### src/rtl/uart_irq_pkg.sv
`timescale 1ns/1ps
package uart_irq_pkg;

   localparam int SRC_W     = 4;
   localparam int SRC_RX    = 0;
   localparam int SRC_ERR   = 1;
   localparam int SRC_TX    = 2;
   localparam int SRC_MODEM = 3;

   typedef enum logic [1:0] {
      SEL_PEND = 2'd0,
      SEL_SRC  = 2'd1,
      SEL_MASK = 2'd2,
      SEL_NONE = 2'd3
   } reg_sel_e;

   // Left shift that scales the trigger field; negative means level zero.
   function automatic int chan_shift(input int ch);
      case (ch)
         0:       return 5;
         1, 4:    return 3;
         2, 3:    return 1;
         default: return -1;
      endcase
   endfunction

endpackage

### src/rtl/irq_set_clr_reg.sv
`timescale 1ns/1ps
module irq_set_clr_reg #(
   parameter int W = 4
) (
   input  logic         clk,
   input  logic         rst_n,
   input  logic [W-1:0] set,
   input  logic [W-1:0] clr,
   output logic [W-1:0] q
);

   generate
      if (W < 1) begin : g_bad_w
         $error("irq_set_clr_reg: W must be at least 1");
      end
   endgenerate

   for (genvar i = 0; i < W; i++) begin : g_bit
      logic bit_q;

      always_ff @(posedge clk or negedge rst_n) begin
         if (!rst_n)      bit_q <= 1'b0;
         else if (set[i]) bit_q <= 1'b1;
         else if (clr[i]) bit_q <= 1'b0;
      end

      assign q[i] = bit_q;

      // a set wins over a clear at the same edge
      a_r8_set_wins: assert property (@(posedge clk) disable iff (!rst_n)
         set[i] |=> q[i]);

      // a lone clear drops the bit
      a_r6_clear_drops: assert property (@(posedge clk) disable iff (!rst_n)
         (clr[i] && !set[i]) |=> !q[i]);

      // a latched cause holds without set or clear
      a_r2_holds: assert property (@(posedge clk) disable iff (!rst_n)
         (!set[i] && !clr[i]) |=> $stable(q[i]));
   end

endmodule

### src/rtl/irq_load_reg.sv
`timescale 1ns/1ps
module irq_load_reg #(
   parameter int W = 4
) (
   input  logic         clk,
   input  logic         rst_n,
   input  logic         ld,
   input  logic [W-1:0] d,
   output logic [W-1:0] q
);

   always_ff @(posedge clk or negedge rst_n) begin
      if (!rst_n)  q <= '0;
      else if (ld) q <= d;
   end

   // a load takes the write data
   a_r7_load_takes: assert property (@(posedge clk) disable iff (!rst_n)
      ld |=> (q == $past(d)));

   // without a load the mask keeps its value
   a_r12_mask_holds: assert property (@(posedge clk) disable iff (!rst_n)
      !ld |=> $stable(q));

endmodule

### src/rtl/irq_tx_threshold.sv
`timescale 1ns/1ps
module irq_tx_threshold
   import uart_irq_pkg::*;
#(
   parameter int CHANNEL  = 0,
   parameter int CTRL_W   = 32,
   parameter int STAT_W   = 32,
   parameter int EN_BIT   = 0,
   parameter int TRIG_LSB = 8,
   parameter int TRIG_W   = 3,
   parameter int CNT_LSB  = 16,
   parameter int CNT_W    = 8
) (
   input  logic              clk,
   input  logic              rst_n,
   input  logic [CTRL_W-1:0] fifo_ctrl,
   input  logic [STAT_W-1:0] fifo_stat,
   output logic              hit
);

   localparam int SHIFT = chan_shift(CHANNEL);
   localparam int LVL_W = TRIG_W + 5;
   localparam int CMP_W = (LVL_W > CNT_W) ? LVL_W : CNT_W;

   generate
      if (TRIG_LSB + TRIG_W > CTRL_W) begin : g_bad_trig
         $error("irq_tx_threshold: trigger field exceeds control word");
      end
      if (EN_BIT >= CTRL_W) begin : g_bad_en
         $error("irq_tx_threshold: enable bit outside control word");
      end
      if (CNT_LSB + CNT_W > STAT_W) begin : g_bad_cnt
         $error("irq_tx_threshold: count field exceeds status word");
      end
   endgenerate

   logic [TRIG_W-1:0] field;
   logic [CNT_W-1:0]  cnt;
   logic              en;
   logic [CMP_W-1:0]  level;
   logic [CMP_W-1:0]  cnt_x;
   logic              unused_word_bits;

   assign field = fifo_ctrl[TRIG_LSB +: TRIG_W];
   assign cnt   = fifo_stat[CNT_LSB +: CNT_W];
   assign en    = fifo_ctrl[EN_BIT];
   assign cnt_x = CMP_W'(cnt);
   assign unused_word_bits = ^{fifo_ctrl, fifo_stat};

   generate
      if (SHIFT < 0) begin : g_zero_level
         assign level = '0;

         // channels without a factor only trigger on an empty FIFO
         a_r10_zero_level: assert property (@(posedge clk) disable iff (!rst_n)
            (fifo_stat[CNT_LSB +: CNT_W] != '0) |-> !hit);
      end else begin : g_scaled_level
         assign level = CMP_W'(field) << SHIFT;
      end
   endgenerate

   assign hit = en && (cnt_x <= level);

   // a disabled FIFO never triggers
   a_r11_disabled_quiet: assert property (@(posedge clk) disable iff (!rst_n)
      !fifo_ctrl[EN_BIT] |-> !hit);

   // an empty enabled FIFO is always at or below any level
   a_r9_empty_triggers: assert property (@(posedge clk) disable iff (!rst_n)
      (fifo_ctrl[EN_BIT] && (fifo_stat[CNT_LSB +: CNT_W] == '0)) |-> hit);

endmodule

### src/rtl/uart_irq_merge.sv
`timescale 1ns/1ps
module uart_irq_merge
   import uart_irq_pkg::*;
#(
   parameter int CHANNEL     = 0,
   parameter int CTRL_W      = 32,
   parameter int STAT_W      = 32,
   parameter int FIFO_EN_BIT = 0,
   parameter int TXTRIG_LSB  = 8,
   parameter int TXTRIG_W    = 3,
   parameter int TXCNT_LSB   = 16,
   parameter int TXCNT_W     = 8
) (
   input  logic              clk,
   input  logic              rst_n,
   input  logic              evt_rx,
   input  logic              evt_err,
   input  logic              evt_tx,
   input  logic              evt_modem,
   input  logic              reg_wr,
   input  logic [1:0]        reg_wsel,
   input  logic [SRC_W-1:0]  reg_wdata,
   input  logic [1:0]        reg_rsel,
   output logic [SRC_W-1:0]  reg_rdata,
   input  logic [CTRL_W-1:0] fifo_ctrl,
   input  logic [STAT_W-1:0] fifo_stat,
   output logic              irq
);

   generate
      if (CHANNEL < 0) begin : g_bad_chan
         $error("uart_irq_merge: CHANNEL must not be negative");
      end
   endgenerate

   reg_sel_e         wsel;
   reg_sel_e         rsel;
   logic             tx_hit;
   logic [SRC_W-1:0] set_v;
   logic [SRC_W-1:0] clr_v;
   logic             mask_ld;
   logic [SRC_W-1:0] src_q;
   logic [SRC_W-1:0] mask_q;
   logic [SRC_W-1:0] pend;

   assign wsel = reg_sel_e'(reg_wsel);
   assign rsel = reg_sel_e'(reg_rsel);

   irq_tx_threshold #(
      .CHANNEL  (CHANNEL),
      .CTRL_W   (CTRL_W),
      .STAT_W   (STAT_W),
      .EN_BIT   (FIFO_EN_BIT),
      .TRIG_LSB (TXTRIG_LSB),
      .TRIG_W   (TXTRIG_W),
      .CNT_LSB  (TXCNT_LSB),
      .CNT_W    (TXCNT_W)
   ) u_thr (
      .clk       (clk),
      .rst_n     (rst_n),
      .fifo_ctrl (fifo_ctrl),
      .fifo_stat (fifo_stat),
      .hit       (tx_hit)
   );

   always_comb begin
      set_v            = '0;
      set_v[SRC_RX]    = evt_rx;
      set_v[SRC_ERR]   = evt_err;
      set_v[SRC_TX]    = evt_tx | tx_hit;
      set_v[SRC_MODEM] = evt_modem;
   end

   always_comb begin
      clr_v = '0;
      if (reg_wr && ((wsel == SEL_PEND) || (wsel == SEL_SRC))) clr_v = reg_wdata;
   end

   assign mask_ld = reg_wr && (wsel == SEL_MASK);

   irq_set_clr_reg #(.W(SRC_W)) u_src (
      .clk   (clk),
      .rst_n (rst_n),
      .set   (set_v),
      .clr   (clr_v),
      .q     (src_q)
   );

   irq_load_reg #(.W(SRC_W)) u_mask (
      .clk   (clk),
      .rst_n (rst_n),
      .ld    (mask_ld),
      .d     (reg_wdata),
      .q     (mask_q)
   );

   assign pend = src_q & ~mask_q;
   assign irq  = |pend;

   always_comb begin
      case (rsel)
         SEL_PEND: reg_rdata = pend;
         SEL_SRC:  reg_rdata = src_q;
         SEL_MASK: reg_rdata = mask_q;
         default:  reg_rdata = '0;
      endcase
   end

   // a fully masked block keeps the line low
   a_r4_masked_quiet: assert property (@(posedge clk) disable iff (!rst_n)
      (mask_q == '1) |-> !irq);

   // a pending-view write removes the written cause bits
   a_r5_pend_clear: assert property (@(posedge clk) disable iff (!rst_n)
      (reg_wr && (wsel == SEL_PEND) && ((set_v & reg_wdata) == '0))
         |=> ((src_q & $past(reg_wdata)) == '0));

   // the unused write select leaves all state alone
   a_r12_none_write: assert property (@(posedge clk) disable iff (!rst_n)
      (reg_wr && (wsel == SEL_NONE) && (set_v == '0))
         |=> ($stable(src_q) && $stable(mask_q)));

   // any raised line comes from a set cause bit
   a_r3_line_has_cause: assert property (@(posedge clk) disable iff (!rst_n)
      irq |-> (src_q != '0));

endmodule

### config.mk
export PLATFORM = sky130hd
export DESIGN_NAME = uart_irq_merge
export DESIGN_NICKNAME = d
export VERILOG_FILES = /design/src/rtl/uart_irq_pkg.sv /design/src/rtl/irq_set_clr_reg.sv /design/src/rtl/irq_load_reg.sv /design/src/rtl/irq_tx_threshold.sv /design/src/rtl/uart_irq_merge.sv
export SDC_FILE = /design/constraint.sdc
export NUM_CORES = 1
export LEC_CHECK = 0
export ABC_AREA = 1
export BUFFER_PORTS_ARGS = -buffer_cell sky130_fd_sc_hd__buf_2
export CAP_MARGIN = 15
export CORE_UTILIZATION = 31
export CTS_CLUSTER_DIAMETER = 200
export DETAILED_ROUTE_END_ITERATION = 6
export HOLD_SLACK_MARGIN = 0.02
export PLACE_DENSITY = 0.83
export SLEW_MARGIN = 25
export SYNTH_ARGS = -nofsm -noshare
export SYNTH_HDL_FRONTEND = slang
export SYNTH_SLANG_ARGS = --single-unit
### constraint.sdc
create_clock -name clk -period 2.33 [get_ports clk]
set_clock_uncertainty 0.1 [all_clocks]
set_input_delay 0.5825 -clock clk [delete_from_list [all_inputs] [get_ports clk]]
set_output_delay 0.5825 -clock clk [all_outputs]
set_load 0.005 [all_outputs]
==> metrics.txt <==
crit-path most repeated cell buf_2; critical path depth 4; Hold Buf Count CTS 0; share of cells above drive strength 1 0.3772; post-CTS setup buffers 0; Nets 198; post-synthesis sequential area ratio 0.3501; CP Capture Type output port; sequential share of power 0.432; Worst Setup Path Type in -> out; Non-Filler Instances 139; crit path capture reg_rdata[2]; PD cells 480.6 nW/um2; CP required 1.65 ns; via/cell ratio 4.417; number of clock sinks 8; GRT overflow 0; Max Freq 529.3 MHz; chip height 44.95 um; CTS Buf Count 3; TritonCTS clock tree built; Pint 0.2673 mW; r2r startpoint u_src.g_bit[2].bit_q; Worst-path clk slew 0.05 ns; Clk pwr share 0.267; Slew HR 0.8841; RSZ-0062 raised after global routing no; DRT iter0 DRCs 13; crit-path cells buf_2, or2_4, o22ai_2, buf_2; NetSw 0.1079 mW; switching part of the total 0.2877; setup TNS 0 ns; # placed instances 136; Avg Cell Area, Syn 7.147 um2; largest area contributor in the netlist dfrtp_1; VDD IR max 0.1842 mV; crit path launch type input pin; CTS max path bufs 2; Core Rows 15; logic gate share of total power 0.301; Setup-failing EPs final 0; Yosys cell types 16; CTS Root Cell clkbuf_4; RD Place Congestion 0.7515; GRT Total Usage 0.1320; hold slack 0.06338 ns; Ports 84; post-CTS sizing 0; port buffer count 31; critical path arrival 1.21 ns; core area 1727 um2; period utilization 0.8108; WL/cell 8.518 um; Synth top area share 0.3501; crit path max-delay cell type or2_4; Crit path largest cell delay 0.28 ns; Leak 0.4654 nW; Fill cells 188; status completed; critical path buffer and inverter count 2; syn nets 162; clock latency on the worst-skew pair 0.25 ns; Synth area leaders dfrtp_1 35%, nand2_1 12%, inv_1 12%, o22ai_2 8.8%, ha_1 6.6%; global-route wire length before repair 1.863 mm; Reg2Reg Depth 2; Initial Util 0.3312; pin count of the biggest net entering global routing 9; Seq cells post-synth 8; antenna-violating nets left 0; FF-to-FF setup slack 1.52 ns; Crit Path Max Fanout 5; total wire length 1.184 mm; design area 780.7 um2; n_diodes 0; Syn Inst Count 80; Area growth, synth to finish 36.54%; CP Launch Point reg_rsel[0]; Tmin final 1.889 ns; Worst-Margin Slew 0.1739 ns; total number of vias 614; worst r2r dst u_src.g_bit[2].bit_q; Netlist Area Pre-Place 571.8 um2; total of max-cap violations 0; HPWL after DPL 1.051 mm; vias in the first global route 496; Yosys Warn Count 0; Hold Violations, Final 0; 1st-pass router iterations 3; drt drc 0; Die W 44.95 um; CTS H-tree lvls 1; initial antenna violation count 0; HP Class in -> async; area of the die 2020 um2; Max Slew Vio Count 0; family with the most delay on the worst path simple AND/OR/NAND/NOR gates; DP Area 758.2 um2
-- Yosys cell counts --
| cell | number |
|---|---|
| o21ai_1 | 3 |
| nand3b_1 | 1 |
| ha_1 | 3 |
| o21bai_1 | 2 |
| nor2_4 | 1 |
| a21oi_1 | 4 |
| nand3_1 | 1 |
| o22ai_2 | 4 |
| or2_4 | 1 |
| nand2_2 | 1 |
| dfrtp_1 | 8 |
| nor2_1 | 9 |
| inv_2 | 2 |
| o21ai_0 | 3 |
| inv_1 | 18 |
| nand2_1 | 19 |
-- kinds of logic after synthesis --
group,Yosys count,share of synthesized area
buf+inv,20,0.1313
fa+ha+maj,3,0.06565
simple gates,33,0.2516
compound gates,16,0.2013
flops,8,0.3501
-- stage by stage --
| step | util | total power, mW | setup slack (ns) |
|---|---|---|---|
| 6_report | 0.4522 | 0.3752 | 0.4408 |
| 5_1_grt | 0.4522 | 0.4020 | 0.4264 |
| 4_1_cts | 0.4522 | 0.3833 | 0.4384 |
| 3_5_place_dp | 0.4391 | 0.2785 | 0.4415 |
| 3_3_place_gp | 0.4391 | 0.2720 | 0.4594 |
| 2_1_floorplan | - | 0.2304 | 0.6909 |
-- metal layers --
| metal | vias to the layer above | track usage | wire length [um] |
|---|---|---|---|
| met5 | - | 0 | 0 |
| met4 | 0 | 0.07273 | 23 |
| met3 | 4 | 0.05600 | 111 |
| met2 | 30 | 0.2203 | 568 |
| met1 | 263 | 0.1396 | 481 |
| li1 | 317 | - | - |
-- registers in the layout, summed over array words and instances, names as in the netlist --
| name | count |
|---|---|
| u_mask.q | 4 |
| u_src.g_bit.bit_q | 4 |
-- placed cells by master (no fill, tap or decap), types with 3 or more instances in the layout --
cell type / count
a21oi_1: 4
buf_2: 31
clkbuf_4: 3
dfrtp_1: 8
ha_1: 3
inv_1: 18
nand2_1: 19
nor2_1: 9
o21ai_0: 3
o21ai_1: 3
o22ai_2: 4
-- worst register-to-register path: cells and delay by family (launching register included) --
family             cells  cell delay [ns]
DFF                    1             0.40
and+or+nand+nor        1             0.06
AOI/OAI and AO/OA      1             0.15
-- power groups by stage --
stage | Clock (mW) | Combinational (mW) | Sequential (mW)
detailed placement | 0 | 0.114 | 0.165
finish | 0.100 | 0.113 | 0.162
global route | 0.110 | 0.128 | 0.164
floorplan | 0 | 0.0685 | 0.162
CTS | 0.106 | 0.115 | 0.162
global placement | 0 | 0.109 | 0.163
-- cell type report --
class	instances	area, um2	share of cell area
Tap cell	25	31.28	0.04006
Sequential cell	8	200.2	0.2564
Multi-Input combinational cell	52	296.5	0.3798
Timing Repair Buffer	31	155.1	0.1987
Inverter	20	75.07	0.09615
Clock buffer	3	22.52	0.02885
-- how the worst min path moves through the flow --
stage,to
6_report,u_src.g_bit[3].bit_q
5_1_grt,u_src.g_bit[3].bit_q
4_1_cts,u_src.g_bit[3].bit_q
3_5_place_dp,u_src.g_bit[1].bit_q
3_3_place_gp,u_src.g_bit[3].bit_q
2_1_floorplan,u_mask.q[0]
No activity file was read; power rests on OpenSTA's default activity.
